### config.mk
export PLATFORM = sky130hd
export DESIGN_NAME = kp_wdog
export DESIGN_NICKNAME = d
export VERILOG_FILES = /design/src/rtl/kp_wdog_pkg.sv /design/src/rtl/kp_wdog_keyseq.sv /design/src/rtl/kp_wdog_cfg.sv /design/src/rtl/kp_wdog_counter.sv /design/src/rtl/kp_wdog.sv
export SDC_FILE = /design/constraint.sdc
export NUM_CORES = 1
export LEC_CHECK = 0
export ABC_CLOCK_PERIOD_IN_PS = 4300
export BUFFER_PORTS_ARGS = -buffer_cell sky130_fd_sc_hd__buf_2
export CORE_MARGIN = 3
export CORE_UTILIZATION = 57
export CTS_CLUSTER_DIAMETER = 30
export DETAILED_ROUTE_END_ITERATION = 8
export GPL_TIMING_DRIVEN = 0
export PLACE_DENSITY_LB_ADDON = 0.15
export SLEW_MARGIN = 20
export SYNTH_ARGS = -nofsm -noshare
export SYNTH_HDL_FRONTEND = slang
export SYNTH_SLANG_ARGS = --single-unit
### constraint.sdc
create_clock -name clk -period 4.3 [get_ports clk]
set_input_delay 1.29 -clock clk [delete_from_list [all_inputs] [get_ports clk]]
set_output_delay 1.29 -clock clk [all_outputs]
set_load 0.02 [all_outputs]
### src/rtl/kp_wdog_pkg.sv
`timescale 1ns/1ps
package kp_wdog_pkg;
  localparam int DW = 16;

  typedef enum logic [1:0] {
    A_CS  = 2'd0,
    A_CNT = 2'd1,
    A_TO  = 2'd2,
    A_WIN = 2'd3
  } reg_sel_e;

  localparam logic [DW-1:0] KEY_UNL_A = 16'hC520;
  localparam logic [DW-1:0] KEY_UNL_B = 16'hD928;
  localparam logic [DW-1:0] KEY_REF_A = 16'hA602;
  localparam logic [DW-1:0] KEY_REF_B = 16'hB480;

  localparam int CS_UPD  = 5;
  localparam int CS_EN   = 7;
  localparam int CS_CLK  = 8;
  localparam int CS_RCFG = 10;
  localparam int CS_ULK  = 11;

  typedef enum logic [1:0] {KS_IDLE, KS_UNL, KS_REF} key_st_e;
endpackage

### src/rtl/kp_wdog_keyseq.sv
`timescale 1ns/1ps
module kp_wdog_keyseq
  import kp_wdog_pkg::*;
(
  input  logic          clk,
  input  logic          rst_n,
  input  logic          wr_en,
  input  logic [1:0]    word_addr,
  input  logic [DW-1:0] wdata,
  output logic          unlock_hit,
  output logic          refresh_hit
);
  key_st_e st_q, st_nx;

  always_comb begin
    st_nx       = st_q;
    unlock_hit  = 1'b0;
    refresh_hit = 1'b0;
    if (wr_en) begin
      st_nx = KS_IDLE;
      if (word_addr == A_CNT) begin
        if (st_q == KS_UNL && wdata == KEY_UNL_B)      unlock_hit  = 1'b1;
        else if (st_q == KS_REF && wdata == KEY_REF_B) refresh_hit = 1'b1;
        else if (wdata == KEY_UNL_A)                   st_nx = KS_UNL;
        else if (wdata == KEY_REF_A)                   st_nx = KS_REF;
      end
    end
  end

  always_ff @(posedge clk or negedge rst_n) begin
    if (!rst_n)     st_q <= KS_IDLE;
    else if (wr_en) st_q <= st_nx;
  end


  seq_done_idle_chk: assert property (@(posedge clk) disable iff (!rst_n)
    (unlock_hit || refresh_hit) |=> st_q == KS_IDLE);
endmodule

### src/rtl/kp_wdog_cfg.sv
`timescale 1ns/1ps
module kp_wdog_cfg
  import kp_wdog_pkg::*;
#(
  parameter int               CNT_W      = 16,
  parameter int               UNLOCK_CYC = 128,
  parameter logic [CNT_W-1:0] TO_RST     = 16'h0400,
  parameter logic             EN_RST     = 1'b1
) (
  input  logic             clk,
  input  logic             rst_n,
  input  logic             wr_en,
  input  logic [1:0]       word_addr,
  input  logic [DW-1:0]    wdata,
  input  logic             unlock_hit,
  output logic             en,
  output logic             upd,
  output logic [1:0]       clk_sel,
  output logic [CNT_W-1:0] to_val,
  output logic [CNT_W-1:0] win_val,
  output logic             ulk,
  output logic             rcfg,
  output logic             cs_acc
);
  localparam int TW = $clog2(UNLOCK_CYC + 1);

  logic          fresh_q, fresh_nx;
  logic          ulk_q, ulk_nx, rcfg_q, rcfg_nx;
  logic [TW-1:0] tmr_q, tmr_nx;
  logic          wr_ok, to_wr, win_wr, unl_go;

  always_comb begin
    wr_ok  = fresh_q | ulk_q;
    cs_acc = wr_en && word_addr == A_CS  && wr_ok;
    to_wr  = wr_en && word_addr == A_TO  && wr_ok;
    win_wr = wr_en && word_addr == A_WIN && wr_ok;
    unl_go = unlock_hit && !fresh_q && upd;

    ulk_nx = ulk_q;
    tmr_nx = tmr_q;
    if (cs_acc) begin
      ulk_nx = 1'b0;
      tmr_nx = '0;
    end else if (unl_go) begin
      ulk_nx = 1'b1;
      tmr_nx = TW'(UNLOCK_CYC);
    end else if (ulk_q) begin
      if (tmr_q == TW'(1)) begin
        ulk_nx = 1'b0;
        tmr_nx = '0;
      end else begin
        tmr_nx = tmr_q - TW'(1);
      end
    end

    rcfg_nx  = unl_go ? 1'b0 : (cs_acc ? 1'b1 : rcfg_q);
    fresh_nx = fresh_q & ~cs_acc;
  end

  always_ff @(posedge clk or negedge rst_n) begin
    if (!rst_n) begin
      fresh_q <= 1'b1;
      ulk_q   <= 1'b0;
      tmr_q   <= '0;
      rcfg_q  <= 1'b0;
    end else begin
      fresh_q <= fresh_nx;
      ulk_q   <= ulk_nx;
      tmr_q   <= tmr_nx;
      rcfg_q  <= rcfg_nx;
    end
  end

  always_ff @(posedge clk or negedge rst_n) begin
    if (!rst_n) begin
      en      <= EN_RST;
      upd     <= 1'b0;
      clk_sel <= 2'b00;
    end else if (cs_acc) begin
      en      <= wdata[CS_EN];
      upd     <= wdata[CS_UPD];
      clk_sel <= wdata[CS_CLK+1:CS_CLK];
    end
  end

  always_ff @(posedge clk or negedge rst_n) begin
    if (!rst_n)     to_val <= TO_RST;
    else if (to_wr) to_val <= wdata[CNT_W-1:0];
  end

  always_ff @(posedge clk or negedge rst_n) begin
    if (!rst_n)      win_val <= '0;
    else if (win_wr) win_val <= wdata[CNT_W-1:0];
  end

  assign ulk  = ulk_q;
  assign rcfg = rcfg_q;


  fresh_locked_chk: assert property (@(posedge clk) disable iff (!rst_n)
    fresh_q |-> !ulk_q);

  unlock_cause_chk: assert property (@(posedge clk) disable iff (!rst_n)
    $rose(ulk_q) |-> $past(unlock_hit));

  limit_guard_chk: assert property (@(posedge clk) disable iff (!rst_n)
    !$stable(to_val) |-> $past(fresh_q || ulk_q));
endmodule

### src/rtl/kp_wdog_counter.sv
`timescale 1ns/1ps
module kp_wdog_counter #(
  parameter int CNT_W = 16
) (
  input  logic             clk,
  input  logic             rst_n,
  input  logic             en,
  input  logic [CNT_W-1:0] to_val,
  input  logic [CNT_W-1:0] win_val,
  input  logic             refresh_hit,
  input  logic             clr,
  output logic [CNT_W-1:0] cnt,
  output logic             rst_req
);
  logic [CNT_W-1:0] cnt_q, cnt_nx;
  logic             trip_q, fire, viol;

  always_comb begin
    viol   = en && refresh_hit && (win_val != '0) && (cnt_q < win_val);
    fire   = !trip_q && ((en && cnt_q >= to_val) || viol);
    cnt_nx = cnt_q;
    if (!trip_q && !fire) begin
      if (clr || refresh_hit) cnt_nx = '0;
      else if (en)            cnt_nx = cnt_q + CNT_W'(1);
    end
  end

  always_ff @(posedge clk or negedge rst_n) begin
    if (!rst_n) begin
      cnt_q   <= '0;
      trip_q  <= 1'b0;
      rst_req <= 1'b0;
    end else begin
      cnt_q   <= cnt_nx;
      trip_q  <= trip_q | fire;
      rst_req <= fire;
    end
  end

  assign cnt = cnt_q;


  req_single_chk: assert property (@(posedge clk) disable iff (!rst_n)
    rst_req |=> !rst_req);

  trip_freeze_chk: assert property (@(posedge clk) disable iff (!rst_n)
    trip_q |=> (trip_q && $stable(cnt_q)));
endmodule

### src/rtl/kp_wdog.sv
`timescale 1ns/1ps
module kp_wdog
  import kp_wdog_pkg::*;
#(
  parameter int               CNT_W      = 16,
  parameter int               UNLOCK_CYC = 128,
  parameter logic [CNT_W-1:0] TO_RST     = 16'h0400,
  parameter logic             EN_RST     = 1'b1
) (
  input  logic          clk,
  input  logic          rst_n,
  input  logic          wr_en,
  input  logic [1:0]    word_addr,
  input  logic [DW-1:0] wdata,
  output logic [DW-1:0] rdata,
  output logic          rst_req
);
  logic             unlock_hit, refresh_hit;
  logic             en, upd, ulk, rcfg, cs_acc;
  logic [1:0]       clk_sel;
  logic [CNT_W-1:0] to_val, win_val, cnt;

  kp_wdog_keyseq u_keys (
    .clk(clk), .rst_n(rst_n), .wr_en(wr_en), .word_addr(word_addr),
    .wdata(wdata), .unlock_hit(unlock_hit), .refresh_hit(refresh_hit)
  );

  kp_wdog_cfg #(
    .CNT_W(CNT_W), .UNLOCK_CYC(UNLOCK_CYC), .TO_RST(TO_RST), .EN_RST(EN_RST)
  ) u_cfg (
    .clk(clk), .rst_n(rst_n), .wr_en(wr_en), .word_addr(word_addr),
    .wdata(wdata), .unlock_hit(unlock_hit), .en(en), .upd(upd),
    .clk_sel(clk_sel), .to_val(to_val), .win_val(win_val), .ulk(ulk),
    .rcfg(rcfg), .cs_acc(cs_acc)
  );

  kp_wdog_counter #(.CNT_W(CNT_W)) u_cnt (
    .clk(clk), .rst_n(rst_n), .en(en), .to_val(to_val), .win_val(win_val),
    .refresh_hit(refresh_hit), .clr(cs_acc), .cnt(cnt), .rst_req(rst_req)
  );

  always_comb begin
    case (word_addr)
      A_CS:    rdata = {4'b0, ulk, rcfg, clk_sel, en, 1'b0, upd, 5'b0};
      A_CNT:   rdata = DW'(cnt);
      A_TO:    rdata = DW'(to_val);
      default: rdata = DW'(win_val);
    endcase
  end
endmodule

* Word level (Yosys, flattened, before mapping) *
Cells that the tools add are included.

word-level totals
  register bits = 67
  input bits = 21

cells by class
  add/subtract/negate cells = 2
  $lt $le $gt $ge = 2
  equal/unequal tests = 10
  muxes and demuxes = 25
  bitwise gates (word level) = 4
  reduce and logical (&&, ||, !) cells = 27

operator list
  kind                   count
  $eq 16x16->1 const B   4
  $pmux 16 s3            1
  $mux 16                2
  $mux 8                 4
  $add 16x1->16 const B  1
  $ge 16x16->1           1
  $logic_and 1x1->1      16
  $lt 16x16->1           1
  $reduce_bool 16->1     1
  $mux 1                 13
  $mux 2                 5
  $eq 8x1->1 const B     1
  $sub 8x1->8 const B    1
  $eq 2x2->1 const B     3
  $eq 2x1->1 const B     2
  $reduce_bool 2->1      2
  $logic_not 1->1        3
  $reduce_bool 3->1      1
  $logic_not 2->1        1
  $logic_or 1x1->1       2
  $or 1x1->1             2
  $reduce_and 2->1       1
  $and 1x1->1            1
  $not 1->1              1

* Logic depth before layout (Yosys ltp) *
  word-level depth = 14
  mapped depth = 9
  depth with buffers taken out = 8

* Modules after synthesis *
A second synthesis with hierarchy kept.

unflattened totals
  cell total of the unflattened synthesis = 409
  area total of the unflattened synthesis = 4411.7 um^2

modules (own cells, without submodules)
  module           instances  cells each  area each (um^2)  sequential area each (um^2)
  kp_wdog_cfg      1          137         1953.1            1179.9
  kp_wdog_counter  1          218         1821.7            450.4
  kp_wdog          1          32          409.1             0.0
  kp_wdog_keyseq   1          22          227.7             50.0

* Least setup slack after synthesis *
OpenSTA, ideal clock, no wires.

  kind = in2out
  from = input word_addr[0]
  to = output rdata[0]
  arrival = 2.580 ns
  required time = 3.010 ns
  setup slack = 0.430 ns
  stages = 4
  cells stage by stage = buf_1 -> clkbuf_1 -> mux2_2 -> a22o_1

between the ends
  cells in the longest elaborated chain, start to end = 2

ends and longest elaborated chain
  element                             RTL line       source
  start, declared                     kp_wdog.sv:13  input logic [1:0] word_addr,
  $eq 2x2->1 (tied with other cells)  kp_wdog.sv:43  case (word_addr)
  $pmux 16 s3 *                       kp_wdog.sv:43
  end, declared                       kp_wdog.sv:15  output logic [DW-1:0] rdata,

Every way passes the cells marked *; elsewhere a longest branch is shown, timed or not.

* Worst setup path in the final report *
  from = input word_addr[1]
  to = output rdata[12]

Same word-level chain as after synthesis.

==> out/results.txt <==
Min-Delay Path Class = reg2reg
Drt via density = 6.339
Slew Limit Fails = 0
Fillers = 586
CTS buffer count = 9
Die Y = 92.60 um
All-Layer GR Usage = 27.69%
Max Cap Violations = 0
Max Fclk = 248.7 MHz
First-pass DRT Iterations = 5
Synth cell types = 53
Worst Path Class, Setup = in2out
Max Root-Sink Buffers = 2
Yosys warning count = 0
Sequential cell area = 1680 um2
Die ar. = 8574 um2
Final critical-path required period = 4021 ps
Initial drt markers = 243
Hold Fails Final Rpt = 0
RD Place Congestion = 0.9453
Synth Area per Inst = 9.394 um2
Initial antenna violation count = 0
Final Cycle Share = 93.51%
N_diodes = 0
# nets final = 558
Number of remaining DRC errors = 0
Hold Crit Start = u_cfg.clk_sel[0]$_DFFE_PN0P_
Mapped Nets = 510
Setup Viol. Count Final = 0
Starting Density = 60.89%
Largest net degree at the start of global routing = 35
H-tree depth = 3
Util after Layout = 68.27%
Worst r2r src = u_cnt.cnt[0]$_DFFE_PN0P_
Area of the multi-input gates = 2355 um2
Die X = 92.60 um
Post-Synthesis Cells = 455
Slew @ Worst Pin = 1048 ps
Wire per inst = 18.75 um
Worst Path Max Fanout = 10
Synth Cell Area = 4274 um2
Antenna viol nets, final = 0
Area growth syn-to-layout = 12.12%
Cts-stage hold buffer count = 0
Hpwl dp = 8.524 mm
Worst setup EP type = output port
Number of flops mapped to enable cells by yosys = 0
Max VDD drop = 0.3793 mV
Static leakage = 2.182 nW
Pwr/cell area = 575.8 nW/um2
Clk sinks = 67
Total congestion overflow = 0
Clock Skew = 7.840 ps
TritonCTS clock tree = built
First-pass GRT wire length = 18.24 mm
Io pins = 38
Status = finished, final reports clean
CTS root buf = clkbuf_8
Vias in the first global route = 3630
Core box area = 7019 um2
Vias = 3829
Clock Pin Slew Worst Setup and Hold Paths = 70 ps
Worst Setup Start Kind = input port
Worst skew pair latency = 350 ps
Total wire length = 11.33 mm
Asr flop ratio synth = 100.0%
Share of cells above drive strength 1 = 18.70%
Port buffer count = 37
Row count = 30
Ys flop type = dfrtp_1
Worst hold slack = 479.5 ps
WP data required = 3010 ps
Post-CTS resize count = 0
Max_slew headroom = 29.62%
Part of the Yosys area used for sequential elements = 39.31%
Worst Setup SP = word_addr[1]
Unrepaired setup endpoints after global routing = no
Flops & latches, synth = 67
Arr. time, crit path = 2730 ps
worst max-delay path: stages:
cell      delay, ps
buf_2           110
buf_1           480
clkbuf_1        440
a22o_1          240
buf_2           170
report_power, final:
group	total [W]	internal (W)	switching, W
Combinational	0.00112	0.000485	0.000630
Clock	0.000526	0.000281	0.000245
Sequential	0.00112	0.000875	0.000244
Total	0.00276	0.00164	0.00112
cell usage after synthesis (4+ instances only):
| master | n | share of area, % |
|---|---|---|
| nor4_1 | 11 | 1.6 |
| dfrtp_1 | 64 | 37 |
| nand2b_1 | 5 | 0.73 |
| nand3_1 | 12 | 1.4 |
| a41oi_1 | 6 | 1.2 |
| or4_1 | 4 | 0.70 |
| o21a_1 | 6 | 1.1 |
| a21oi_1 | 33 | 3.9 |
| nor2_1 | 18 | 1.6 |
| nor3_1 | 10 | 1.2 |
| nand4_1 | 8 | 1.2 |
| mux2_2 | 19 | 5.0 |
| mux4_2 | 6 | 3.2 |
| clkbuf_1 | 11 | 0.97 |
| nand2_1 | 55 | 4.8 |
| a22o_1 | 10 | 2.0 |
| ha_1 | 34 | 10 |
| a31oi_1 | 4 | 0.59 |
| inv_1 | 45 | 4.0 |
| nor3b_1 | 5 | 0.88 |
| o21ai_0 | 33 | 3.9 |
| and3_1 | 5 | 0.73 |
sequential cells by signal (all words and copies together) (netlist names):
signal	count
u_cfg.to_val	16
u_cfg.win_val	16
u_cnt.cnt	16
u_cfg.tmr_q	8
u_cfg.clk_sel	2
u_keys.st_q	2
u_cfg.en	1
u_cfg.fresh_q	1
u_cfg.rcfg	1
u_cfg.ulk	1
u_cfg.upd	1
u_cnt.rst_req	1
u_cnt.trip_q	1
metrics by stage:
stage	instance area [um2]	setup WS (ps)	cells	TNS (ps)	total power [W]
2_1_floorplan	4274	429.8	455	0	0.001877
5_1_grt	4792	199.2	604	0	0.002961
6_report	4792	278.9	604	0	0.002759
4_1_cts	4792	274.5	604	0	0.002759
3_5_place_dp	4602	-82.53	589	-82.53	0.002228
3_3_place_gp	4579	-65.56	588	-65.56	0.002172
repair_timing:
item / CTS / global route
hold endpoints to repair: 0 / 0
endpoints found under the setup margin: 1 / 0
buffers inserted: 0 / 0
kinds of logic (layout without fill, tap and decap cells):
logic type | Yosys count | in the layout | share of synthesized area (%)
simple gates | 150 | 150 | 18.03
compound gates | 117 | 117 | 18.71
flops | 67 | 67 | 39.32
buf+inv | 61 | 114 | 5.591
fa+ha+maj | 34 | 34 | 9.953
mux | 26 | 26 | 8.402
final timing paths:
kind                       cells past startpoint  slack [ps]                            to
max in group asynchronous                      2        2820          u_cfg.en$_DFFE_PN1P_
min in group asynchronous                      1         880         u_cfg.upd$_DFFE_PN0P_
hold / removal                                 2         480  u_cfg.clk_sel[0]$_DFFE_PN0P_
hold reg to reg                                2         480  u_cfg.clk_sel[0]$_DFFE_PN0P_
setup / recovery                               5         280                     rdata[12]
setup reg to reg                               8        1680     u_cnt.cnt[14]$_DFFE_PN0P_
placed cells by master (no fill, tap or decap), drive strengths merged, types with 5 or more instances in the layout:
cell,count
dfrtp,64
nand2,55
inv,45
buf,42
o21ai,36
ha,34
a21oi,33
clkbuf,22
mux2,19
nor2,18
nand3,12
nor4,11
nor3,11
a22o,10
nand4,8
o21a,7
mux4,6
a41oi,6
or4,6
nand2b,5
and3,5
nor3b,5
per-layer routing:
layer	vias up	part of all wire, %	routed length [um]	track usage [%]
li1	1774	-	-	-
met3	20	7.6	858	5.686
met5	-	0	0	0
met1	1870	44	4953	37.70
met2	165	47	5291	44.35
met4	0	2.0	223	8.911
cell type report:
class,count,share of cell area [%]
multi-input cells,327,49.14
flip-flops and latches,67,35.07
repair buffers,38,4.334
inverters,45,3.525
clock buffers,11,2.950
well taps,96,2.507
plain buffers,15,1.384
clock inverters,5,1.097
Power figures use the tool's default switching activity.
